### config.mk
export PLATFORM = sky130hd
export DESIGN_NAME = alu8_flags
export DESIGN_NICKNAME = d
export VERILOG_FILES = /design/src/rtl/alu8_pkg.sv /design/src/rtl/alu8_addsub.sv /design/src/rtl/alu8_bitlogic.sv /design/src/rtl/alu8_branch.sv /design/src/rtl/alu8_flags.sv
export SDC_FILE = /design/constraint.sdc
export NUM_CORES = 1
export LEC_CHECK = 0
export BUFFER_PORTS_ARGS = -buffer_cell sky130_fd_sc_hd__buf_2
export CORE_AREA = 10 10 78 93
export DETAILED_ROUTE_END_ITERATION = 12
export DIE_AREA = 0 0 88 103
export PLACE_DENSITY = 0.77
export SYNTH_ARGS = -nofsm -noshare
export SYNTH_HDL_FRONTEND = slang
export SYNTH_SLANG_ARGS = --single-unit
export TNS_END_PERCENT = 100
### constraint.sdc
create_clock -name clk -period 4.45 [get_ports clk]
set_input_delay 0.6675 -clock clk [delete_from_list [all_inputs] [get_ports clk]]
set_output_delay 0.6675 -clock clk [all_outputs]
set_load 0.01 [all_outputs]
### src/rtl/alu8_pkg.sv
package alu8_pkg;
  localparam int DW = 8;
  localparam int IW = $clog2(DW);
  localparam int NIB = 4;

  // flag positions
  localparam int F_I = 7;
  localparam int F_T = 6;
  localparam int F_H = 5;
  localparam int F_S = 4;
  localparam int F_V = 3;
  localparam int F_N = 2;
  localparam int F_Z = 1;
  localparam int F_C = 0;

  typedef enum logic [4:0] {
    OP_NOP = 5'd0,
    OP_ADD = 5'd1,
    OP_ADC = 5'd2,
    OP_SUB = 5'd3,
    OP_SBC = 5'd4,
    OP_CP  = 5'd5,
    OP_CPC = 5'd6,
    OP_NEG = 5'd7,
    OP_AND = 5'd8,
    OP_OR  = 5'd9,
    OP_XOR = 5'd10,
    OP_TST = 5'd11,
    OP_TSV = 5'd12,
    OP_TLD = 5'd13,
    OP_IEN = 5'd14,
    OP_IDS = 5'd15,
    OP_BGE = 5'd16,
    OP_BLT = 5'd17,
    OP_BSH = 5'd18,
    OP_BLO = 5'd19,
    OP_BEQ = 5'd20,
    OP_BNE = 5'd21
  } op_e;
endpackage

### src/rtl/alu8_addsub.sv
module alu8_addsub
  import alu8_pkg::*;
(
  input  logic [DW-1:0] x,
  input  logic [DW-1:0] y,
  input  logic          cin,
  input  logic          sub,
  output logic [DW-1:0] sum,
  output logic          c_out,
  output logic          h_out,
  output logic          v_out
);
  logic [DW:0]  full;
  logic [NIB:0] low;
  logic         xs, ys, rs;

  always_comb begin
    if (sub) begin
      full = {1'b0, x} - {1'b0, y} - {{DW{1'b0}}, cin};
      low  = {1'b0, x[NIB-1:0]} - {1'b0, y[NIB-1:0]} - {{NIB{1'b0}}, cin};
    end else begin
      full = {1'b0, x} + {1'b0, y} + {{DW{1'b0}}, cin};
      low  = {1'b0, x[NIB-1:0]} + {1'b0, y[NIB-1:0]} + {{NIB{1'b0}}, cin};
    end
    sum   = full[DW-1:0];
    c_out = full[DW];
    h_out = low[NIB];
    xs = x[DW-1];
    ys = y[DW-1];
    rs = sum[DW-1];
    if (sub) v_out = (xs & ~ys & ~rs) | (~xs & ys & rs);
    else     v_out = (xs & ys & ~rs) | (~xs & ~ys & rs);
  end
endmodule

### src/rtl/alu8_bitlogic.sv
module alu8_bitlogic
  import alu8_pkg::*;
(
  input  op_e           op,
  input  logic [DW-1:0] a,
  input  logic [DW-1:0] b,
  input  logic          t_in,
  input  logic [IW-1:0] idx,
  output logic [DW-1:0] res
);
  always_comb begin
    res = a;
    unique case (op)
      OP_AND:  res = a & b;
      OP_OR:   res = a | b;
      OP_XOR:  res = a ^ b;
      OP_TST:  res = a & a;
      OP_TLD:  res[idx] = t_in;
      default: res = a;
    endcase
  end
endmodule

### src/rtl/alu8_branch.sv
module alu8_branch
  import alu8_pkg::*;
(
  input  op_e  op,
  input  logic valid,
  input  logic s_f,
  input  logic c_f,
  input  logic z_f,
  output logic taken
);
  logic cond;

  always_comb begin
    unique case (op)
      OP_BGE:  cond = ~s_f;
      OP_BLT:  cond = s_f;
      OP_BSH:  cond = ~c_f;
      OP_BLO:  cond = c_f;
      OP_BEQ:  cond = z_f;
      OP_BNE:  cond = ~z_f;
      default: cond = 1'b0;
    endcase
    taken = valid & cond;
  end
endmodule

### src/rtl/alu8_flags.sv
module alu8_flags
  import alu8_pkg::*;
(
  input  logic          clk,
  input  logic          rst_n,
  input  logic          op_valid,
  input  logic [4:0]    opcode,
  input  logic [DW-1:0] opa,
  input  logic [DW-1:0] opb,
  input  logic [IW-1:0] bit_sel,
  output logic [DW-1:0] result,
  output logic          result_we,
  output logic [7:0]    status,
  output logic          branch_taken
);
  op_e           op;
  logic [1:0]    rst_sync;
  logic          rst_i_n;
  logic [7:0]    flags_q, flags_d;
  logic          flags_en;

  logic          is_sub, use_cin, chain_z;
  logic [DW-1:0] as_x, as_y, as_sum, lg_res;
  logic          as_c, as_h, as_v;

  assign op = op_e'(opcode);

  // reset: asserted at once, released two edges later
  always_ff @(posedge clk or negedge rst_n) begin
    if (!rst_n) rst_sync <= 2'b00;
    else        rst_sync <= {rst_sync[0], 1'b1};
  end
  assign rst_i_n = rst_sync[1];

  // operand steering for the shared adder-subtractor
  always_comb begin
    is_sub  = (op == OP_SUB) || (op == OP_SBC) || (op == OP_CP) ||
              (op == OP_CPC) || (op == OP_NEG);
    use_cin = (op == OP_ADC) || (op == OP_SBC) || (op == OP_CPC);
    chain_z = (op == OP_SBC) || (op == OP_CPC);
    as_x    = (op == OP_NEG) ? '0 : opa;
    as_y    = (op == OP_NEG) ? opa : opb;
  end

  alu8_addsub u_addsub (
    .x     (as_x),
    .y     (as_y),
    .cin   (use_cin & flags_q[F_C]),
    .sub   (is_sub),
    .sum   (as_sum),
    .c_out (as_c),
    .h_out (as_h),
    .v_out (as_v)
  );

  alu8_bitlogic u_bitlogic (
    .op   (op),
    .a    (opa),
    .b    (opb),
    .t_in (flags_q[F_T]),
    .idx  (bit_sel),
    .res  (lg_res)
  );

  alu8_branch u_branch (
    .op    (op),
    .valid (op_valid),
    .s_f   (flags_q[F_S]),
    .c_f   (flags_q[F_C]),
    .z_f   (flags_q[F_Z]),
    .taken (branch_taken)
  );

  // next flags and result
  always_comb begin
    flags_d   = flags_q;
    result    = opa;
    result_we = 1'b0;
    if (op_valid) begin
      unique case (op)
        OP_ADD, OP_ADC, OP_SUB, OP_SBC, OP_CP, OP_CPC, OP_NEG: begin
          result       = as_sum;
          result_we    = !((op == OP_CP) || (op == OP_CPC));
          flags_d[F_C] = as_c;
          flags_d[F_H] = as_h;
          flags_d[F_V] = as_v;
          flags_d[F_N] = as_sum[DW-1];
          flags_d[F_Z] = (as_sum == '0) & (chain_z ? flags_q[F_Z] : 1'b1);
          flags_d[F_S] = as_sum[DW-1] ^ as_v;
        end
        OP_AND, OP_OR, OP_XOR, OP_TST: begin
          result       = lg_res;
          result_we    = (op != OP_TST);
          flags_d[F_V] = 1'b0;
          flags_d[F_N] = lg_res[DW-1];
          flags_d[F_Z] = (lg_res == '0);
          flags_d[F_S] = lg_res[DW-1];
        end
        OP_TSV: flags_d[F_T] = opa[bit_sel];
        OP_TLD: begin
          result    = lg_res;
          result_we = 1'b1;
        end
        OP_IEN: flags_d[F_I] = 1'b1;
        OP_IDS: flags_d[F_I] = 1'b0;
        default: flags_d = flags_q;
      endcase
    end
  end

  assign flags_en = op_valid;

  always_ff @(posedge clk or negedge rst_i_n) begin
    if (!rst_i_n)      flags_q <= '0;
    else if (flags_en) flags_q <= flags_d;
  end

  assign status = flags_q;
endmodule

# ---- After elaboration in Yosys (flattened, before gate mapping)
# Index checks and enable logic that the tools add are counted.
dict set report op_classes {
  eq_ne 22
  reduce_logical 21
  addsub 8
  bitwise 24
  n_lt_le_gt_ge 2
  muxes 19
}
# operator n
set op_table {}
lappend op_table {{$eq 5x4->1 const B} 8}
lappend op_table {{$pmux 8 s5} 1}
lappend op_table {{$eq 5x5->1 const B} 6}
lappend op_table {{$mux 8} 3}
lappend op_table {{$eq 5x3->1 const B} 4}
lappend op_table {{$and 8x8->8} 2}
lappend op_table {{$logic_not 8->1} 2}
lappend op_table {{$pmux 8 s2} 1}
lappend op_table {{$and 1x1->1} 11}
lappend op_table {{$eq 5x2->1 const B} 2}
lappend op_table {{$add 8x8->9} 1}
lappend op_table {{$add 9x1->9} 1}
lappend op_table {{$mux 9} 1}
lappend op_table {{$sub 8x8->9} 1}
lappend op_table {{$sub 9x1->9} 1}
lappend op_table {{$bwmux 8} 1}
lappend op_table {{$logic_or 1x1->1} 8}
lappend op_table {{$or 8x8->8} 1}
lappend op_table {{$pmux 4 s2} 1}
lappend op_table {{$reduce_and 2->1} 4}
lappend op_table {{$xor 8x8->8} 1}
lappend op_table {{$reduce_or 7->1} 1}
lappend op_table {{$not 1->1} 6}
lappend op_table {{$pmux 1 s6} 1}
lappend op_table {{21 further kinds} 27}
dict set report word_totals {
  inputBits 27
  word_cells 101
  regBits 10
  out_inout_bits 18
}

# ---- Longest topological paths before layout
dict set report logic_depth {
  ltp_word 12
  ltp_mapped 17
  mapped_depth_nobuf 14
}

# ---- Modules after synthesis
# Synthesis repeated with hierarchy kept, for this count alone.
dict set report unflattened {
  hier_cells 345
  hier_area_um2 2753.9
}
# module seq_area_each_um2 n_inst cells_each area_per_inst_um2
set modules_own_cells {}
lappend modules_own_cells {alu8_flags 250.2 1 100 988.4}
lappend modules_own_cells {alu8_addsub 0.0 1 123 987.2}
lappend modules_own_cells {alu8_bitlogic 0.0 1 111 709.4}
lappend modules_own_cells {alu8_branch 0.0 1 11 68.8}

# ---- Least setup slack after synthesis
# No wires, ideal clock.
dict set report synth_timing {
  path_type {input port to output port}
  startpoint {in opcode[3]}
  endpoint {out result[7]}
  n_path_buf 3
  slack_ns 0.031
  t_arrival_ns 3.752
  required_ns 3.783
  path_stages 14
  path_cell_list {buf_4 and3b_1 and2_1 clkbuf_1 clkbuf_1 nor2_1 ha_1 ha_1 inv_1 or3_1 a311o_1 o311ai_4 mux2i_1 o221ai_1}
}
dict set report synth_between {
  elab_chain_cells 8
  word_cells_on_any_way 31
  cone_classes {add/sub (4); eq/ne (12); mux (6); bitwise (1); reduce/logical (8)}
}
# element line
set synth_rtl {}
lappend synth_rtl {{start, declared} alu8_flags.sv:7} ;# input logic [4:0] opcode,
lappend synth_rtl {{parallel branches: the longest is 6 deep, another holds $add 8x8->9} n/a}
lappend synth_rtl {{$pmux 8 s2 (*)} alu8_flags.sv:80} ;# unique case (op)
lappend synth_rtl {{$mux 8 (*)} alu8_flags.sv:79} ;# if (op_valid) begin
lappend synth_rtl {{end, declared} alu8_flags.sv:11} ;# output logic [DW-1:0] result,
# Every way passes the cells marked *.

# ---- Worst setup path in the final report
# Same ends and word-level chain as after synthesis.

==> reports/qor.csv <==
stage,metric,value,unit
logic_synthesis,simple-gate share of the synthesized area,0.252,
routing,Detailed Routing Iterations Pass 1,5,
logic_synthesis,sequential fraction of the synthesis area,0.0948,
logic_synthesis,syn_area_per_cell,7.43,um2
logic_synthesis,synthesized-area fraction occupied by adder cells,0.168,
clock_tree,total CTS buffers,3,
timing,setup slack after layout,0.162,ns
logic_synthesis,Synthesized Nets,415,
clock_tree,Clock Latency Late Sink,0.24,ns
critical_path,WP data required,3.78,ns
logic_synthesis,synth top area cells,"ha_1 (14%), dfrtp_1 (9.5%), inv_1 (6.0%)",
clock_tree,CTS Buffer Depth,2,
timing,Max Fclk,233,MHz
die,CORE AREA,5520,um2
logic_synthesis,count of state elements after synthesis,10,
critical_path,Critical Path AT,3.62,ns
power_and_ir_drop,Pwr Total,639,uW
timing,Least-Margin Pin Slew,0.827,ns
power_and_ir_drop,VDD IR max,0.0874,mV
routing,routed wire length per instance,17.1,um
cells_and_area,FILL cells,518,
logic_synthesis,largest area contributor in the netlist,ha_1,
logic_synthesis,Compound-Gate Fraction of Synth Area,0.295,
placed_design,Placer Congestion,0.936,
clock_tree,TritonCTS clock tree,done,
die,die width,88,um
routing,post-DR vias/cell,6.17,
timing,final worst-path cycle share,0.964,
placed_design,Place WS,-0.0495,ns
logic_synthesis,Syn Inst Count,355,
timing,Final Hold Viols,0,
placed_design,placed cells,454,
logic_synthesis,ys flop type,dfrtp_1,
logic_synthesis,post-synthesis mux area share,0.0270,
timing,Period minus WS final,4.29,ns
timing,max-slew violation count,0,
logic_synthesis,Syn Std Cell Area,2640,um2
global_route,first-pass GRT wire length,12900,um
timing,TNS Setup,0,ns
critical_path,crit end category,output port,
cells_and_area,"commonest non-fill, non-tap cell in the layout",buf_2,
cells_and_area,"leading cell types in the layout, fill and taps excluded","buf_2 (44), inv_1 (42), nand2_1 (35)",
logic_synthesis,"Distinct cells, synth",68,
die,Die Span Y,103,um
die,die area,9060,um2
die,row count,30,
routing,Detail Route Antenna Nets,0,
critical_path,Critical Path Start Type,input port,
routing,drt total wl,7840,um
global_route,largest net degree at the start of global routing,23,
critical_path,reg-to-reg critical path startpoint,status[0]$_DFFE_PN0P_,
cells_and_area,share of cells above drive strength 1,0.228,
critical_path,Max Fanout on Critical Path,22,
power_and_ir_drop,PwrDens,211,nW/um2
timing,final setup vio count,0,
logic_synthesis,Async SR Flop Fraction,1.00,
flow_run,max-cap violations,0,
global_route,antenna violations before repair,0,
global_route,total track usage,0.172,
clock_tree,clk slew on worst S/H paths,0.05,ns
global_route,vias in the first global route,2758,
logic_synthesis,largest family of logic cells by synthesized area,compound AO/OA/AOI/OAI gates,
cells_and_area,ant diodes,0,
die,boundary pin count,45,
routing,drc violations,0,
critical_path,Worst Setup Path Type,in2out,
routing,1st-iter DRT viols,170,
logic_synthesis,Post-synth EDFFs,0,
global_route,Overflow after GRT,0,
cells_and_area,area delta synth->final,14.7,%
placed_design,Port Buf Inserts,44,
min_path,type of the most critical hold path,reg2async,
logic_synthesis,Syn. warnings,0,
timing,Max-slew headroom,0.444,
clock_tree,CTS root buffer,clkbuf_8,
timing,worst clock skew,0.000516,ns
cells_and_area,Final Core Density,0.549,
cells_and_area,Nets,455,
status,status,finished clean,
clock_tree,clk sinks,10,
clock_tree,CTS Hold Bufs,0,
critical_path,Crit. Startpoint,opcode[3],
die,starting density of the core,0.478,
power_and_ir_drop,leakage power total,0.00148,uW
logic_synthesis,Synth top area share,0.138,
routing,Via Count,2825,
cells_and_area,Non-Filler Instances,458,
placed_design,dpl hpwl,6410,um
clock_tree,total number of H-tree levels,1,
logic_synthesis,XOR/XNOR share of the synthesized area,0.0465,
clock_tree,# Post-CTS Setup Buffers,0,
[cells in the mapped netlist (2+ instances only)]
master,instances
inv_1,42
nand2_1,35
ha_1,29
nor2_1,24
o21ai_0,15
a21oi_1,13
clkbuf_1,11
dfrtp_1,10
nor3_1,10
o221ai_1,9
a221o_1,8
and2_1,8
o22ai_1,8
xnor2_1,8
a21o_1,7
a221oi_2,7
buf_2,7
buf_4,7
mux2i_1,6
xor2_1,6
nor2b_1,5
or3_1,5
fa_1,4
nand3_1,4
nor3b_1,4
o21ai_1,4
a211oi_1,3
a31oi_1,3
nand2b_1,3
o31ai_1,3
a221oi_1,2
a311o_1,2
and3b_1,2
nand4_1,2
nor4_1,2
nor4b_1,2
o211ai_1,2
o21a_1,2
or2_2,2
[stage by stage]
step,cell area (um2),hold slack [ns]
after floorplan,2640,0.0946
after global placement,2940,0.137
after detailed placement,2940,0.144
after CTS,3000,0.148
after global routing,3030,0.167
final,3030,0.136
[per-layer routing]
| layer | global-route usage | part of all wire |
|---|---|---|
| met1 | 0.199 | 0.41 |
| met2 | 0.312 | 0.51 |
| met3 | 0.0253 | 0.062 |
| met4 | 0.0541 | 0.024 |
| met5 | 0 | 0 |
[sequential cells by signal (all words and copies together), names as in the netlist]
name and flops:
status 8, rst_sync 2
[worst max-delay path: stages]
cell and delay, ns:
buf_2 0.10, and3b_1 0.24, and2_4 0.18, buf_12 0.15, nor2_1 0.05, a21o_1 0.19, ha_1 0.33, ha_1 0.32
buf_4 0.16, nor4b_1 0.14, a21oi_1 0.13, o311a_1 0.24, o311ai_4 0.14, mux2i_2 0.27, o221ai_1 0.15, buf_2 0.16
[path summary, 6_finish.rpt]
kind | to | cells after the start | slack (ns)
min reg2reg | status[4]$_DFFE_PN0P_ | 0 | 0.14
max reg2reg | status[3]$_DFFE_PN0P_ | 13 | 1.25
max | result[7] | 16 | 0.16
min | status[4]$_DFFE_PN0P_ | 0 | 0.14
max in group asynchronous | status[2]$_DFFE_PN0P_ | 0 | 4.06
min in group clk | rst_sync[1]$_DFF_PN0_ | 0 | 0.35
[power by group]
group | internal [uW] | switching (uW) | total, uW
combinational | 176 | 226 | 403
sequential | 107 | 14.9 | 122
clock | 77.8 | 36.5 | 114
[kinds of logic after synthesis]
| kind of cell | after synthesis |
|---|---|
| mux | 7 |
| simple gates | 123 |
| xor+xnor | 14 |
| buf+inv | 70 |
| fa+ha+maj | 33 |
| compound gates | 97 |
| other cells | 1 |
| flops | 10 |
[final cells by class]
cell class | count | area [um2] | share of cell area
clock buffer | 4 | 55.1 | 0.0182
inverter | 43 | 161 | 0.0533
multi-input combinational | 275 | 2110 | 0.698
sequential | 10 | 250 | 0.0827
tap | 64 | 80.1 | 0.0265
timing repair buffer | 62 | 368 | 0.122
[timing repair]
| action | in CTS | in global routing |
|---|---|---|
| gates resized for setup | 1 | 8 |
| setup endpoints to repair | 2 | 3 |
| cloned | 0 | 0 |
| pin swaps | 0 | 2 |
(Power assumes the default switching activity.)
